**src/rtl/qarb_pkg.sv**
```systemverilog
package qarb_pkg;
   localparam int QARB_NQ = 6;
   // bit set = queue moves data into memory
   localparam logic [QARB_NQ-1:0] QARB_WR_MAP = 6'b001011;

   typedef enum logic [1:0] {
      CLS_URG_WR = 2'd0,
      CLS_URG_RD = 2'd1,
      CLS_REL_WR = 2'd2,
      CLS_REL_RD = 2'd3
   } qarb_cls_e;
endpackage

```
**src/rtl/qarb_class_sel.sv**
```systemverilog
module qarb_class_sel #(
   parameter int NUM_Q = 6,
   parameter logic [NUM_Q-1:0] WR_MASK = '0
) (
   input  logic [NUM_Q-1:0] hard_req,
   input  logic [NUM_Q-1:0] soft_req,
   output logic [NUM_Q-1:0] cand,
   output logic             any_req,
   output logic             cls_urgent,
   output logic             cls_write
);
   import qarb_pkg::*;

   logic [NUM_Q-1:0] urg_wr, urg_rd, rel_wr, rel_rd;
   qarb_cls_e cls;

   assign urg_wr = hard_req & WR_MASK;
   assign urg_rd = hard_req & ~WR_MASK;
   assign rel_wr = soft_req & WR_MASK;
   assign rel_rd = soft_req & ~WR_MASK;

   always_comb begin
      if (|urg_wr)      cls = CLS_URG_WR;
      else if (|urg_rd) cls = CLS_URG_RD;
      else if (|rel_wr) cls = CLS_REL_WR;
      else              cls = CLS_REL_RD;
   end

   always_comb begin
      unique case (cls)
         CLS_URG_WR: cand = urg_wr;
         CLS_URG_RD: cand = urg_rd;
         CLS_REL_WR: cand = rel_wr;
         default:    cand = rel_rd;
      endcase
   end

   assign any_req    = |(hard_req | soft_req);
   assign cls_urgent = (cls == CLS_URG_WR) || (cls == CLS_URG_RD);
   assign cls_write  = (cls == CLS_URG_WR) || (cls == CLS_REL_WR);
endmodule

```
**src/rtl/qarb_rr_pick.sv**
```systemverilog
module qarb_rr_pick #(
   parameter int NUM_Q = 6,
   parameter int IDX_W = 3,
   parameter bit RR_EN = 1'b1
) (
   input  logic [NUM_Q-1:0] cand,
   input  logic [IDX_W-1:0] start,
   output logic             hit,
   output logic [IDX_W-1:0] win
);
   generate
      if (RR_EN) begin : g_rotate
         always_comb begin
            hit = 1'b0;
            win = '0;
            for (int k = 0; k < NUM_Q; k++) begin
               int p;
               p = int'(start) + k;
               if (p >= NUM_Q) p = p - NUM_Q;
               if (!hit && cand[p]) begin
                  hit = 1'b1;
                  win = IDX_W'(p);
               end
            end
         end
      end else begin : g_fixed
         always_comb begin
            hit = 1'b0;
            win = '0;
            for (int k = 0; k < NUM_Q; k++) begin
               if (!hit && cand[k]) begin
                  hit = 1'b1;
                  win = IDX_W'(k);
               end
            end
         end
      end
   endgenerate
endmodule

```
**src/rtl/qarb_grant_reg.sv**
```systemverilog
module qarb_grant_reg #(
   parameter int NUM_Q = 6,
   parameter int IDX_W = 3
) (
   input  logic             clk,
   input  logic             rst_n,
   input  logic             done,
   input  logic             arb_hit,
   input  logic [IDX_W-1:0] arb_idx,
   input  logic             arb_write,
   input  logic             arb_urgent,
   output logic             gnt_valid,
   output logic [IDX_W-1:0] gnt_idx,
   output logic             gnt_write,
   output logic             gnt_urgent,
   output logic [IDX_W-1:0] rr_ptr
);
   localparam logic [IDX_W-1:0] LAST_IDX = IDX_W'(NUM_Q - 1);

   logic launch;
   assign launch = !gnt_valid && arb_hit;

   always_ff @(posedge clk or negedge rst_n) begin
      if (!rst_n) begin
         gnt_valid  <= 1'b0;
         gnt_idx    <= '0;
         gnt_write  <= 1'b0;
         gnt_urgent <= 1'b0;
         rr_ptr     <= '0;
      end else if (gnt_valid) begin
         if (done) gnt_valid <= 1'b0;
      end else if (launch) begin
         gnt_valid  <= 1'b1;
         gnt_idx    <= arb_idx;
         gnt_write  <= arb_write;
         gnt_urgent <= arb_urgent;
         rr_ptr     <= (arb_idx == LAST_IDX) ? '0 : arb_idx + 1'b1;
      end
   end
endmodule

```
**src/rtl/qarb_top.sv**
```systemverilog
module qarb_top #(
   parameter int NUM_Q = qarb_pkg::QARB_NQ,
   parameter logic [NUM_Q-1:0] WR_MASK = qarb_pkg::QARB_WR_MAP,
   parameter bit RR_EN = 1'b1,
   localparam int IDX_W = (NUM_Q > 1) ? $clog2(NUM_Q) : 1
) (
   input  logic             clk,
   input  logic             rst_n,
   input  logic [NUM_Q-1:0] hard_req,
   input  logic [NUM_Q-1:0] soft_req,
   input  logic             done,
   output logic             gnt_valid,
   output logic [IDX_W-1:0] gnt_idx,
   output logic             gnt_write,
   output logic             gnt_urgent
);
   generate
      if (NUM_Q < 2) begin : g_chk_nq
         $error("qarb_top: NUM_Q must be at least 2");
      end
      if (NUM_Q > (1 << IDX_W)) begin : g_chk_iw
         $error("qarb_top: index width too narrow");
      end
   endgenerate

   logic [NUM_Q-1:0] cand;
   logic             any_req, cls_urgent, cls_write;
   logic             hit;
   logic [IDX_W-1:0] win, rr_ptr;

   qarb_class_sel #(.NUM_Q(NUM_Q), .WR_MASK(WR_MASK)) u_cls (
      .hard_req   (hard_req),
      .soft_req   (soft_req),
      .cand       (cand),
      .any_req    (any_req),
      .cls_urgent (cls_urgent),
      .cls_write  (cls_write)
   );

   qarb_rr_pick #(.NUM_Q(NUM_Q), .IDX_W(IDX_W), .RR_EN(RR_EN)) u_pick (
      .cand  (cand),
      .start (rr_ptr),
      .hit   (hit),
      .win   (win)
   );

   qarb_grant_reg #(.NUM_Q(NUM_Q), .IDX_W(IDX_W)) u_gnt (
      .clk        (clk),
      .rst_n      (rst_n),
      .done       (done),
      .arb_hit    (hit && any_req),
      .arb_idx    (win),
      .arb_write  (cls_write),
      .arb_urgent (cls_urgent),
      .gnt_valid  (gnt_valid),
      .gnt_idx    (gnt_idx),
      .gnt_write  (gnt_write),
      .gnt_urgent (gnt_urgent),
      .rr_ptr     (rr_ptr)
   );
endmodule

```
**config.mk**
```make
export PLATFORM = sky130hd
export DESIGN_NAME = qarb_top
export DESIGN_NICKNAME = d
export VERILOG_FILES = /design/src/rtl/qarb_pkg.sv /design/src/rtl/qarb_class_sel.sv /design/src/rtl/qarb_rr_pick.sv /design/src/rtl/qarb_grant_reg.sv /design/src/rtl/qarb_top.sv
export SDC_FILE = /design/constraint.sdc
export NUM_CORES = 1
export LEC_CHECK = 0
export BUFFER_PORTS_ARGS = -buffer_cell sky130_fd_sc_hd__buf_2
export CORE_MARGIN = 2
export CORE_UTILIZATION = 35
export DETAILED_ROUTE_END_ITERATION = 7
export PLACE_DENSITY = 0.55
export SYNTH_ARGS = -nofsm -noshare
export SYNTH_HDL_FRONTEND = slang
export SYNTH_SLANG_ARGS = --single-unit
```
**constraint.sdc**
```tcl
create_clock -name clk -period 4.2 [get_ports clk]
set_clock_uncertainty 0.1 [all_clocks]
set_input_delay 0.21 -clock clk [delete_from_list [all_inputs] [get_ports clk]]
set_output_delay 0.21 -clock clk [all_outputs]
set_load 0.02 [all_outputs]
```
==> results.tsv <==
metric	value	unit
Worst R2R Path Depth	10	
Min Hold Slack	0.03654	ns
layout cells sized above 1	22.91	%
R2R setup slack	0.46	ns
largest net degree at the start of global routing	15	
min Tclk post-route	3.742	ns
hold path cells	2	
Skew-Pair Late Insertion Delay	0.24	ns
final wirelength	4439	um
Setup CP Type	reg2reg	
total congestion overflow	0	
Die W	72.12	um
Die H	72.12	um
Hold Fails Final Rpt	0	
most frequent cells in the layout	buf_2, nor2_1, nand2_1	
largest cells by area after synthesis	dfrtp_1, ha_1, a21oi_1	
full die area	0.005201	mm^2
Inserted Clock Buffers	3	
Fmax	267.3	MHz
RSZ-0062 raised after global routing	false	
syn nets	231	
mapped cell area	0.001624	mm^2
post-CTS resize count	0	
Core Area	0.004414	mm^2
via count	1670	
DRT antenna net count	0	
Pins Over Slew Limit	0	
clock-pin slew of the registers on the worst-case setup and hold paths	0.05	ns
area of the multi-input gates	0.001316	mm^2
cell taking the most area after synthesis	dfrtp_1	
crit path launch	u_gnt.rr_ptr[1]	
maxcap violations	0	
register area	225.2	um^2
initial antenna violation count	0	
TritonCTS clock tree	done	
Main synth FF type	dfrtp_1	
CTS Buffer Depth	2	
Yosys reg bits	9	
GPL Wtd Cong	0.8829	
CP required	4.19	ns
reg-to-reg endpoint	u_gnt.rr_ptr[2]	
DP HPWL	3559	um
first-pass GRT wire length	7693	um
CTS H-Tree Depth	1	
r2r startpoint	u_gnt.rr_ptr[1]	
CP Capture Point	u_gnt.rr_ptr[2]	
Sum Neg Setup Slack	0	ns
vias in the first global route	1597	
Remaining DRCs	0	
utilization after layout	41.87	%
Cell Rows	24	
First-pass DRT Iterations	4	
Max FO, Critical Path	11	
Hold-fix buffers, CTS	1	
DR iter-0 viols	76	
PortBufs	20	
Final Cycle Share	89.09	%
number of top-level pins	21	
# diodes	0	
GRT Total Usage	18.30	%
final std cells w/o fill	279	
Wirelength per Cell	15.91	um
Yosys warnings	0	
Net count, final	256	
Cells after Synth	203	
CTS Sinks	9	
startpoint types	flop	
Setup Fix Bufs, Post-CTS	0	
Placed Cells	274	
clock root buffer	clkbuf_8	
most common cell after layout, fill and taps aside	buf_2	
area grow syn2layout	13.79	%
Yosys top cell area share	13.87	%
worst hold path type	in2reg	
DR vias/cell	5.986	
sequential fraction of the synthesis area	13.87	%
# setup viols final	0	
Netlist cell types	68	
Initial Utilization	36.79	%
slew margin rel.	32.13	%
post-synthesis async set-or-reset flop share	100.0	%
average cell area after synthesis	8.000	um^2
status	complete, no violations	
Setup crit end kind	flop	
Worst Tran Pin Value	1.016	ns
Post-synth EDFFs	0	
Fill cells	457	
crit path DAT	3.73	ns
[worst min-delay path by stage]
stage                                  end  slack [ns]   from
after floorplan           u_gnt.gnt_idx[0]       -0.19  rst_n
after global placement    u_gnt.gnt_idx[1]       -0.03  rst_n
after detailed placement  u_gnt.gnt_idx[1]       -0.03  rst_n
after CTS                  u_gnt.gnt_valid        0.03   done
after global routing       u_gnt.gnt_valid        0.04   done
final                      u_gnt.gnt_valid        0.04   done
[kinds of logic (layout without fill, tap and decap cells)]
logic type / Yosys count / in the layout / share of synthesized area [%]
xor+xnor: 4 / 4 / 2.620
mux: 6 / 6 / 4.622
compound gates: 82 / 82 / 40.76
simple gates: 71 / 71 / 23.04
buf+inv: 18 / 42 / 5.084
fa+ha+maj: 13 / 13 / 10.02
flops: 9 / 9 / 13.87
[final cells by class]
cell class | instances | share of cell area, %
clock buffers | 4 | 2.437
inverters | 11 | 2.234
multi-input cells | 176 | 71.23
flip-flops and latches | 9 | 12.19
well taps | 52 | 3.521
repair buffers | 27 | 8.395
[state kept, by name, summed over array words and instances (netlist names)]
| register | count |
|---|---|
| u_gnt.gnt_write | 1 |
| u_gnt.rr_ptr | 3 |
| u_gnt.gnt_urgent | 1 |
| u_gnt.gnt_valid | 1 |
| u_gnt.gnt_idx | 3 |
[synth_stat cells, drive strengths merged (3+ instances only)]
| cell | count |
|---|---|
| nor2 | 16 |
| a21oi | 15 |
| o21ai | 15 |
| nand2 | 14 |
| ha | 13 |
| inv | 10 |
| dfrtp | 9 |
| nor3 | 8 |
| nand2b | 7 |
| a31oi | 6 |
| and2 | 5 |
| buf | 5 |
| or3 | 5 |
| a211oi | 4 |
| o221ai | 4 |
| xnor2 | 4 |
| mux2 | 3 |
| mux2i | 3 |
| nand3 | 3 |
| o211ai | 3 |
[worst max-delay path: stages (launching register included)]
cell	delay (ns)
dfrtp_1	0.55
inv_2	0.19
ha_1	0.51
ha_1	0.30
o21ai_0	0.41
nor3_1	0.14
buf_4	0.19
a2111o_1	0.37
o32ai_1	0.53
mux2_4	0.25
o21ai_2	0.04
[per-stage QoR]
step                area, um^2  worst slack, ns
finish                    1848           0.4583
detailed placement        1793           0.4309
global route              1848           0.1458
CTS                       1848           0.4215
global placement          1793           0.4782
floorplan                 1624           0.7947
[per-layer routing]
layer	up-vias	part of all wire, %	GRT usage, %
li1	842	-	-
met1	772	50	26.42
met2	49	45	29.15
met3	7	4.5	1.667
met4	0	1.1	4.822
met5	-	0	0
Power is left out: the tool's default activity adds up to more than one toggle a clock period on the data nets, which glitch-free logic cannot reach.
